### src/rtl/short_guard_pkg.sv
package short_guard_pkg;

    typedef enum logic [2:0] {
        SG_IDLE      = 3'd0,
        SG_ARMED     = 3'd1,
        SG_SHORT_OFF = 3'd2,
        SG_RETRY     = 3'd3,
        SG_LATCHED   = 3'd4
    } sg_state_t;

    function automatic int sg_max3(input int a, input int b, input int c);
        int m;
        m = (a > b) ? a : b;
        return (m > c) ? m : c;
    endfunction

endpackage

### src/rtl/sg_qualify.sv
module sg_qualify #(
    parameter int N_SW = 4
) (
    input  logic [N_SW-1:0] sw_on,
    input  logic [N_SW-1:0] short_det,
    input  logic            therm_flag,
    output logic            short_any
);
    logic [N_SW-1:0] hit;

    // A flag counts only for a switch that is currently commanded on.
    for (genvar i = 0; i < N_SW; i++) begin : g_sw
        assign hit[i] = short_det[i] & sw_on[i];
    end

    // During thermal shutdown the bridge is forced off, so no short is counted.
    assign short_any = (|hit) & ~therm_flag;
endmodule

### src/rtl/sg_counter.sv
module sg_counter #(
    parameter int W = 8
) (
    input  logic         clk,
    input  logic         rst_n,
    input  logic         clr,
    input  logic         inc,
    output logic [W-1:0] cnt
);
    localparam logic [W-1:0] CNT_TOP = '1;

    // Clear takes priority over increment; the count saturates at its top.
    always_ff @(posedge clk or negedge rst_n) begin
        if (!rst_n) begin
            cnt <= '0;
        end else if (clr) begin
            cnt <= '0;
        end else if (inc && cnt != CNT_TOP) begin
            cnt <= cnt + 1'b1;
        end
    end
endmodule

### src/rtl/sg_fsm.sv
module sg_fsm
    import short_guard_pkg::*;
#(
    parameter int FILT_CYC  = 500,
    parameter int RETRY_CYC = 2500,
    parameter int AUTO_CYC  = 250000,
    parameter int CW        = 18
) (
    input  logic          clk,
    input  logic          rst_n,
    input  logic          ps,
    input  logic          mode_auto,
    input  logic          short_any,
    input  logic          therm_flag,
    input  logic [CW-1:0] pc_cnt,
    input  logic [CW-1:0] tc_cnt,
    output logic          pc_clr,
    output logic          pc_inc,
    output logic          tc_clr,
    output logic          tc_inc,
    output logic          bridge_off,
    output logic          standby_latched,
    output logic          warn_n
);
    localparam logic [CW-1:0] FILT_LAST  = CW'(FILT_CYC - 1);
    localparam logic [CW-1:0] RETRY_LAST = CW'(RETRY_CYC - 1);
    localparam logic [CW-1:0] AUTO_LAST  = CW'(AUTO_CYC - 1);

    sg_state_t     state, state_nx;
    logic [CW-1:0] off_last;

    assign off_last = mode_auto ? AUTO_LAST : RETRY_LAST;

    // State register
    always_ff @(posedge clk or negedge rst_n) begin
        if (!rst_n) begin
            state <= SG_IDLE;
        end else begin
            state <= state_nx;
        end
    end

    // Next state and counter control
    always_comb begin
        state_nx = state;
        pc_clr   = 1'b0;
        pc_inc   = 1'b0;
        tc_clr   = 1'b0;
        tc_inc   = 1'b0;
        if (!ps) begin
            state_nx = SG_IDLE;
            pc_clr   = 1'b1;
            tc_clr   = 1'b1;
        end else begin
            unique case (state)
                SG_IDLE: begin
                    state_nx = SG_ARMED;
                    pc_clr   = 1'b1;
                    tc_clr   = 1'b1;
                end
                SG_ARMED: begin
                    tc_clr = 1'b1;
                    if (short_any) begin
                        if (pc_cnt == FILT_LAST) begin
                            state_nx = SG_SHORT_OFF;
                            pc_clr   = 1'b1;
                        end else begin
                            pc_inc = 1'b1;
                        end
                    end else begin
                        pc_clr = 1'b1;
                    end
                end
                SG_SHORT_OFF: begin
                    pc_clr = 1'b1;
                    if (tc_cnt >= off_last) begin
                        state_nx = SG_RETRY;
                        tc_clr   = 1'b1;
                    end else begin
                        tc_inc = 1'b1;
                    end
                end
                SG_RETRY: begin
                    if (short_any) begin
                        tc_clr = 1'b1;
                        if (pc_cnt == FILT_LAST) begin
                            state_nx = mode_auto ? SG_SHORT_OFF : SG_LATCHED;
                            pc_clr   = 1'b1;
                        end else begin
                            pc_inc = 1'b1;
                        end
                    end else begin
                        pc_clr = 1'b1;
                        if (tc_cnt == FILT_LAST) begin
                            state_nx = SG_ARMED;
                            tc_clr   = 1'b1;
                        end else begin
                            tc_inc = 1'b1;
                        end
                    end
                end
                SG_LATCHED: begin
                    pc_clr = 1'b1;
                    tc_clr = 1'b1;
                end
                default: begin
                    state_nx = SG_IDLE;
                    pc_clr   = 1'b1;
                    tc_clr   = 1'b1;
                end
            endcase
        end
    end

    // Outputs
    always_comb begin
        bridge_off      = 1'b1;
        standby_latched = 1'b0;
        warn_n          = 1'b1;
        unique case (state)
            SG_IDLE:      bridge_off = 1'b1;
            SG_ARMED:     bridge_off = 1'b0;
            SG_SHORT_OFF: begin
                bridge_off = 1'b1;
                warn_n     = 1'b0;
            end
            SG_RETRY: begin
                bridge_off = 1'b0;
                warn_n     = 1'b0;
            end
            SG_LATCHED: begin
                bridge_off      = 1'b1;
                standby_latched = 1'b1;
                warn_n          = 1'b0;
            end
            default:      bridge_off = 1'b1;
        endcase
        if (!ps || therm_flag) begin
            bridge_off = 1'b1;
        end
        if (therm_flag) begin
            warn_n = 1'b0;
        end
    end

    // PS low holds the sequencer idle with its filter cleared
    a_r1_ps_low_idle: assert property (@(posedge clk) disable iff (!rst_n)
        !ps |=> (state == SG_IDLE && pc_cnt == '0 && tc_cnt == '0));

    // leaving normal running requires a full run of counted samples
    a_r2_confirm_after_filter: assert property (@(posedge clk) disable iff (!rst_n)
        (state == SG_ARMED && state_nx == SG_SHORT_OFF) |-> (short_any && pc_cnt == FILT_LAST));

    // the off timer never runs past its limit
    a_r4_off_timer_bound: assert property (@(posedge clk) disable iff (!rst_n)
        (state == SG_SHORT_OFF) |-> (tc_cnt <= off_last));

    // latched standby persists while PS stays high
    a_r5_latch_holds: assert property (@(posedge clk) disable iff (!rst_n)
        (state == SG_LATCHED && ps) |=> (state == SG_LATCHED));

    // auto mode never enters latched standby from the retry
    a_r8_auto_no_latch: assert property (@(posedge clk) disable iff (!rst_n)
        (state == SG_RETRY && mode_auto) |=> (state != SG_LATCHED));
endmodule

### src/rtl/short_guard.sv
module short_guard
    import short_guard_pkg::*;
#(
    parameter int N_SW      = 4,
    parameter int FILT_CYC  = 500,
    parameter int RETRY_CYC = 2500,
    parameter int AUTO_CYC  = 250000
) (
    input  logic            clk,
    input  logic            rst_n,
    input  logic            ps,
    input  logic            mode_auto,
    input  logic [N_SW-1:0] sw_on,
    input  logic [N_SW-1:0] short_det,
    input  logic            therm_flag,
    output logic            bridge_off,
    output logic            standby_latched,
    output logic            warn_n
);
    localparam int MAX_CYC = sg_max3(FILT_CYC, RETRY_CYC, AUTO_CYC);
    localparam int CW      = $clog2(MAX_CYC + 1);

    logic          short_any;
    logic          pc_clr, pc_inc, tc_clr, tc_inc;
    logic [CW-1:0] pc_cnt, tc_cnt;

    sg_qualify #(.N_SW(N_SW)) u_qual (
        .sw_on      (sw_on),
        .short_det  (short_det),
        .therm_flag (therm_flag),
        .short_any  (short_any)
    );

    sg_counter #(.W(CW)) u_pcnt (
        .clk   (clk),
        .rst_n (rst_n),
        .clr   (pc_clr),
        .inc   (pc_inc),
        .cnt   (pc_cnt)
    );

    sg_counter #(.W(CW)) u_tcnt (
        .clk   (clk),
        .rst_n (rst_n),
        .clr   (tc_clr),
        .inc   (tc_inc),
        .cnt   (tc_cnt)
    );

    sg_fsm #(
        .FILT_CYC  (FILT_CYC),
        .RETRY_CYC (RETRY_CYC),
        .AUTO_CYC  (AUTO_CYC),
        .CW        (CW)
    ) u_fsm (
        .clk             (clk),
        .rst_n           (rst_n),
        .ps              (ps),
        .mode_auto       (mode_auto),
        .short_any       (short_any),
        .therm_flag      (therm_flag),
        .pc_cnt          (pc_cnt),
        .tc_cnt          (tc_cnt),
        .pc_clr          (pc_clr),
        .pc_inc          (pc_inc),
        .tc_clr          (tc_clr),
        .tc_inc          (tc_inc),
        .bridge_off      (bridge_off),
        .standby_latched (standby_latched),
        .warn_n          (warn_n)
    );

    // the warning is already on in the cycle before a latch is entered
    a_r9_warn_before_latch: assert property (@(posedge clk) disable iff (!rst_n)
        $rose(standby_latched) |-> $past(!warn_n));
endmodule

### config.mk
export PLATFORM = sky130hd
export DESIGN_NAME = short_guard
export DESIGN_NICKNAME = d
export VERILOG_FILES = /design/src/rtl/short_guard_pkg.sv /design/src/rtl/sg_qualify.sv /design/src/rtl/sg_counter.sv /design/src/rtl/sg_fsm.sv /design/src/rtl/short_guard.sv
export SDC_FILE = /design/constraint.sdc
export NUM_CORES = 1
export LEC_CHECK = 0
export CAP_MARGIN = 20
export CORE_MARGIN = 2
export CORE_UTILIZATION = 60
export DETAILED_ROUTE_END_ITERATION = 10
export DONT_BUFFER_PORTS = 1
export MAX_ROUTING_LAYER = met4
export PLACE_DENSITY = 0.76
export SLEW_MARGIN = 0
export SYNTH_ARGS = -nofsm -noshare
export SYNTH_HDL_FRONTEND = slang
export SYNTH_SLANG_ARGS = --single-unit
### constraint.sdc
create_clock -name clk -period 3.1 [get_ports clk]
set_input_delay 0.31 -clock clk [delete_from_list [all_inputs] [get_ports clk]]
set_output_delay 0.31 -clock clk [all_outputs]
set_load 0.03 [all_outputs]
==> results of run 1 <==
[cells in the final DEF (no fill, tap or decap), types with 6 or more instances in the layout]
cell     synthesis  layout
and3_1           6       6
nand3_1         19      19
nand2_1         19      19
nor3_1           6       6
a21oi_1          6       6
dfrtp_1         39      39
nor4_1           6       6
o21ai_0          6       6
nand4_1         14      14
xnor2_1          7       7
ha_1            12      12
xor2_1          21      21
nor2_1          39      39
[repair_timing]
item,in CTS,in global routing
buffers inserted,0,0
endpoints found under the setup margin,0,0
endpoints found under the hold margin,39,0
hold buffers,2,0
[state kept, by name, summed over array words and instances (netlist names)]
name,flops
u_fsm.state,3
u_pcnt.cnt,18
u_tcnt.cnt,18
[worst max-delay path, cell delays in order, from the launching register on]
cell and delay [ns]:
dfrtp_1 0.45, ha_1 0.33, nand4_1 0.12, or4_4 0.50, nor3_1 0.20, nor3_1 0.08, a41oi_2 0.20, buf_4 0.27
nor2_1 0.08
[cells by family (layout without fill, tap and decap cells)]
group / after synthesis / count (layout)
DFF: 39 / 39
adders and majority gates: 12 / 12
and+or+nand+nor: 129 / 129
xor gates and xnor gates: 28 / 28
muxes: 1 / 1
buffers and inverters: 13 / 18
AOI/OAI and AO/OA: 32 / 32
[final cells by class]
cell class                      count  area share (%)
Clock buffer                        5           2.707
Sequential cell                    39           38.39
Inverter                            5          0.7382
Timing Repair Buffer                5           2.067
Multi-Input combinational cell    202           52.02
Clock inverter                      3           1.722
Tap cell                           48           2.362
[path summary, 6_finish.rpt]
path                                            start                          to  slack (ns)  cells after the start
max reg2reg                u_tcnt.cnt[17]$_DFFE_PN0P_   u_tcnt.cnt[8]$_DFFE_PN0P_        0.73                      8
max                        u_tcnt.cnt[17]$_DFFE_PN0P_   u_tcnt.cnt[8]$_DFFE_PN0P_        0.73                      8
max in group asynchronous                       rst_n   u_tcnt.cnt[6]$_DFFE_PN0P_        2.40                      2
min in group asynchronous                       rst_n  u_tcnt.cnt[15]$_DFFE_PN0P_        0.50                      2
min reg2reg                u_tcnt.cnt[12]$_DFFE_PN0P_  u_tcnt.cnt[12]$_DFFE_PN0P_        0.56                      1
min                                                ps  u_fsm.state[2]$_DFFE_PN0P_        0.15                      2
[layer usage]
layer / GRT usage, % / wire length (µm)
met2: 34.75 / 2052
met4: 10.71 / 86
met3: 3.547 / 280
met1: 37.87 / 2364
met5: - / 0
[power breakdown]
part	switching (µW)	internal (µW)
clock network	187	240
logic	92.0	55.0
registers	29.2	526
[per-stage QoR]
stage	utilization, %	hold slack, ns	instance area (µm²)	setup WS [ns]
CTS	68.42	0.1376	2542	0.7173
global placement	64.58	0.01517	2400	0.7651
floorplan	-	0.01441	2360	0.9778
finish	68.42	0.1535	2542	0.7303
global route	68.42	0.1456	2542	0.6173
detailed placement	64.58	0.01518	2400	0.7309
==> impl_metrics.csv, run 1 <==
group,metric,value,unit
run_status,status,"completed",
power_and_ir_drop,p_per_area,443.9,nW/µm²
cells_and_area,multi_input_area,1323,µm²
route,ant_nets,0,
placement,gp_congestion,0.8665,
clock_tree,clkSinkCount,39,
sta,timing.final.crit_share,76.44,%
synthesis,synthAdderAreaFrac,6.363,%
global_route,grt_pass1_wl,8293,µm
synthesis,yosysWarningCount,0,
synthesis,synth-compound-area-share,10.23,%
route,wl_per_cell,15.58,µm
clock_tree,clk_path_buf_depth,2,
worst_setup_path,critPathKind,"flip-flop to flip-flop",
sta,fmax,422.0,MHz
clock_tree,h-tree-depth,2,
synthesis,synth_top_family_by_area,"simple AND/OR/NAND/NOR gates",
sta,worst_pin_slew,0.8769,ns
route,drt-vias-per-instance,6.121,
global_route,grt_start_max_net_pins,40,
worst_hold_path,hold_path.class,"input port to flip-flop",
route,drtIter0Drc,215,
clock_tree,cts-resized-gates,0,
synthesis,synthesis.area,2360,µm²
die,rows,22,
worst_setup_path,critPathLaunchType,"flip-flop",
sta,setup_violations,0,
sta,rsz0062_at_grt,"false",
die,fp.dieArea,4451,µm²
synthesis,yosys-top-cells-count,"dfrtp_1 (39), nor2_1 (39), xor2_1 (21)",
synthesis,yosys-top-cells-area,"dfrtp_1 (41%), xor2_1 (7.8%), ha_1 (6.4%)",
sta,slew_headroom,41.09,%
die,start_util,63.50,%
cells_and_area,nNetsFinal,283,
placement,dp_hpwl,3425,µm
clock_tree,insertion_delay,0.30,ns
power_and_ir_drop,ir_drop,280.5,µV
synthesis,synthCells,254,
die,die_x,66.72,µm
cells_and_area,areaGrowthSynthToFinish,7.741,%
route,wl,4784,µm
global_route,antenna_found_initial,0,
route,num_vias,1879,
cells_and_area,antenna_cells,0,
placement,dp_cells,297,
synthesis,ys.flop_type,"dfrtp_1",
cells_and_area,instances_no_fill,307,
die,ios,16,
sta,fin_worst_skew,0.009965,ns
worst_setup_path,cp.required,3.27,ns
sta,fin_tns_setup,0,ns
synthesis,synth_top_cell_by_area,"dfrtp_1",
synthesis,async_flop_share,100.0,%
sta,drv_slew,0,
synthesis,synth_seq_cells,39,
power_and_ir_drop,leakagePower,0.001068,µW
route,drc,0,
die,core_area,3716,µm²
worst_setup_path,arrival,2.54,ns
sta,min_period,2.370,ns
worst_setup_path,endpoint_kind,"flip-flop",
route,dr.pass1.iters,4,
synthesis,synth-xor-area-share,10.39,%
die,dieHeight,66.72,µm
cells_and_area,drive_above_1_share,6.950,%
cells_and_area,ff_latch_area,975.9,µm²
worst_setup_path,worstPathMaxFanout,18,
synthesis,yosysUniqueCellTypes,43,
synthesis,synth_edf_count,0,
placement,port_buffers,0,
clock_tree,root_buffer,"clkbuf_8",
clock_tree,cts_tree,"yes",
global_route,track_usage,25.49,%
sta,finalHoldViolCount,0,
synthesis,syn_area_per_cell,9.290,µm²
synthesis,synth_top_area_share,41.36,%
global_route,grt_pass1_vias,1734,
global_route,overflow,0,
power_and_ir_drop,power.total,1129,µW
clock_tree,cts_buffers,5,
clock_tree,clk_pin_slew,0.08,ns
synthesis,ys_seq_area_share,41.36,%
synthesis,synthMuxAreaShare,0.4242,%
cells_and_area,fillers,289,
synthesis,synth-simple-area-share,28.63,%
synthesis,synth_nets,279,
flow_run,cap_viol_max_count,0,
(Power assumes the default switching activity.)
==> inputs of run 2 (changes only) <==
--- a/config.mk
+++ b/config.mk
@@ -7,11 +7,11 @@
 export LEC_CHECK = 0
 export CAP_MARGIN = 20
 export CORE_MARGIN = 2
-export CORE_UTILIZATION = 60
+export CORE_UTILIZATION = 57
 export DETAILED_ROUTE_END_ITERATION = 10
 export DONT_BUFFER_PORTS = 1
 export MAX_ROUTING_LAYER = met4
-export PLACE_DENSITY = 0.76
+export PLACE_DENSITY = 0.75
 export SLEW_MARGIN = 0
 export SYNTH_ARGS = -nofsm -noshare
 export SYNTH_HDL_FRONTEND = slang
==> constraint.sdc (replaced) <==
create_clock -name clk -period 2.1 [get_ports clk]
set_input_delay 0.21 -clock clk [delete_from_list [all_inputs] [get_ports clk]]
set_output_delay 0.21 -clock clk [all_outputs]
set_load 0.03 [all_outputs]
==> run 2 against run 1 <==
  * The run now ends with setup timing left
  * Final cell count up 11%
  * Total power grew 63%
  * Worst setup slack got worse by 0.86 ns
  * First-iteration DRC count shrank 15%
  * Final area rose by 16%
  * Utilization increased by 5.2 points
  * Clock skew grew 0.0015 ns
  * Largest power group unchanged
==> impl_metrics.csv, run 2 (synthesized netlist as in run 1, its figures left out) <==
group,metric,value,unit
cells_and_area,final_cell_mix,"dfrtp_1 (39), nor2_1 (34), buf_4 (31), xor2_1 (21), nand3_1 (19)",
placement,dp_cells,322,
worst_setup_path,endpoint_kind,"flip-flop",
route,ant_nets,0,
cells_and_area,nNetsFinal,314,
sta,timing.final.crit_share,106.2,%
clock_tree,h-tree-depth,2,
global_route,grt_pass1_wl,8901,µm
worst_setup_path,cp.required,2.29,ns
cells_and_area,fin_area,2944,µm²
cells_and_area,areaGrowthSynthToFinish,24.76,%
die,ios,16,
placement,gp_congestion,0.8905,
die,fp.dieArea,4670,µm²
route,drtIter0Drc,183,
placement,post_dp_cell_area,2587,µm²
die,core_area,4000,µm²
route,wl,5769,µm
placement,port_buffers,0,
sta,fmax,448.3,MHz
route,num_vias,2101,
global_route,track_usage,26.73,%
route,drt-vias-per-instance,6.179,
sta,min_period,2.231,ns
cells_and_area,instances_no_fill,340,
sta,finalWorstSetupSlack,-0.1305,ns
die,dieHeight,68.34,µm
route,dr.pass1.iters,5,
worst_setup_path,worstPathMaxFanout,7,
sta,slew_headroom,70.76,%
worst_setup_path,arrival,2.42,ns
global_route,grt_start_max_net_pins,40,
global_route,antenna_found_initial,0,
clock_tree,clk_path_buf_depth,2,
placement,dp_hpwl,3694,µm
worst_setup_path,critPathLaunchType,"flip-flop",
global_route,grt_pass1_vias,1965,
route,drc,0,
route,wl_per_cell,16.97,µm
cells_and_area,final_common_cell,"dfrtp_1",
die,rows,23,
die,die_x,68.34,µm
clock_tree,insertion_delay,0.30,ns
power_and_ir_drop,p_per_area,625.3,nW/µm²
sta,drv_slew,0,
power_and_ir_drop,leakagePower,0.001260,µW
cells_and_area,top_regs,"u_pcnt.cnt (18), u_tcnt.cnt (18), u_fsm.state (3)",
clock_tree,clk_pin_slew,0.08,ns
clock_tree,clkSinkCount,39,
global_route,overflow,0,
sta,rsz0062_at_grt,"true",
run_status,violations,"setup timing",
sta,fin_worst_skew,0.01144,ns
clock_tree,cts_buffers,5,
die,start_util,58.99,%
cells_and_area,drive_above_1_share,23.45,%
worst_setup_path,critPathKind,"flip-flop to flip-flop",
run_status,status,"complete, but fails checks",
clock_tree,root_buffer,"clkbuf_8",
sta,setup_violations,16,
cells_and_area,antenna_cells,0,
power_and_ir_drop,ir_drop,412.8,µV
sta,finalHoldViolCount,0,
cells_and_area,final_util,73.60,%
worst_hold_path,hold_path.class,"input port to flip-flop",
clock_tree,cts_tree,"yes",
flow_run,cap_viol_max_count,0,
sta,worst_pin_slew,0.4382,ns
## run 2: critical path, stage by stage, from the launching register on
cell and delay, ns:
dfrtp_1 0.44, ha_4 0.30, nand4_1 0.11, or4_4 0.47
o221ai_2 0.16, nor3_2 0.06, a41oi_2 0.20, buf_6 0.18
clkbuf_16 0.15, nor2_1 0.04
## run 2: final cells by class
cell class,instances,area [µm²]
multi-input combinational,202,1455
fill,267,1056
sequential,39,975.9
timing repair buffer,36,319.1
clock buffer,5,68.82
tap,50,62.56
clock inverter,3,43.79
inverter,5,18.77
## run 2: through the flow
stage,TNS [ns],power [µW],setup slack [ns],hold slack (ns)
after floorplan,0,996.4,0.0008036,-0.08559
after global placement,-5.240,1075,-0.3012,-0.08470
after detailed placement,-6.153,1084,-0.3480,-0.08479
after CTS,0,1764,0.004699,0.06348
after global routing,-2.620,1916,-0.1728,0.07062
final,-1.822,1841,-0.1305,0.07191
## run 2: timing repair
item | 4_1_cts | 5_1_grt
endpoints found under the setup margin | 20 | 24
hold endpoints to repair | 39 | 0
setup buffers | 3 | 4
pin swaps | 3 | 10
cloned | 0 | 1
hold buffers | 2 | 0
gates resized for setup | 7 | 20
## run 2: path summary, 6_finish.rpt
| kind | start | to | slack [ns] | depth (start not counted) |
|---|---|---|---|---|
| hold / removal | ps | u_fsm.state[2]$_DFFE_PN0P_ | 0.07 | 2 |
| hold reg to reg | u_pcnt.cnt[16]$_DFFE_PN0P_ | u_pcnt.cnt[16]$_DFFE_PN0P_ | 0.59 | 2 |
| max in group asynchronous | rst_n | u_tcnt.cnt[0]$_DFFE_PN0P_ | 1.53 | 2 |
| min in group asynchronous | rst_n | u_tcnt.cnt[10]$_DFFE_PN0P_ | 0.37 | 2 |
| setup / recovery | u_tcnt.cnt[15]$_DFFE_PN0P_ | u_tcnt.cnt[7]$_DFFE_PN0P_ | -0.13 | 9 |
| setup reg to reg | u_tcnt.cnt[15]$_DFFE_PN0P_ | u_tcnt.cnt[7]$_DFFE_PN0P_ | -0.13 | 9 |
## run 2: power by group
| part | total, µW | switching (µW) | internal [µW] | leakage [µW] |
|---|---|---|---|---|
| Combinational | 382 | 199 | 182 | 0.000661 |
| Sequential | 819 | 42.5 | 776 | 0.000541 |
| Clock | 640 | 286 | 354 | 0.0000581 |
## run 2: per-layer routing
layer / vias up / share of wire (%) / track usage, %
li1: 989 / - / -
met1: 1013 / 46 / 34.47
met2: 79 / 45 / 39.68
met3: 20 / 5.6 / 8.059
met4: 0 / 3.1 / 9.750
met5: - / 0 / -
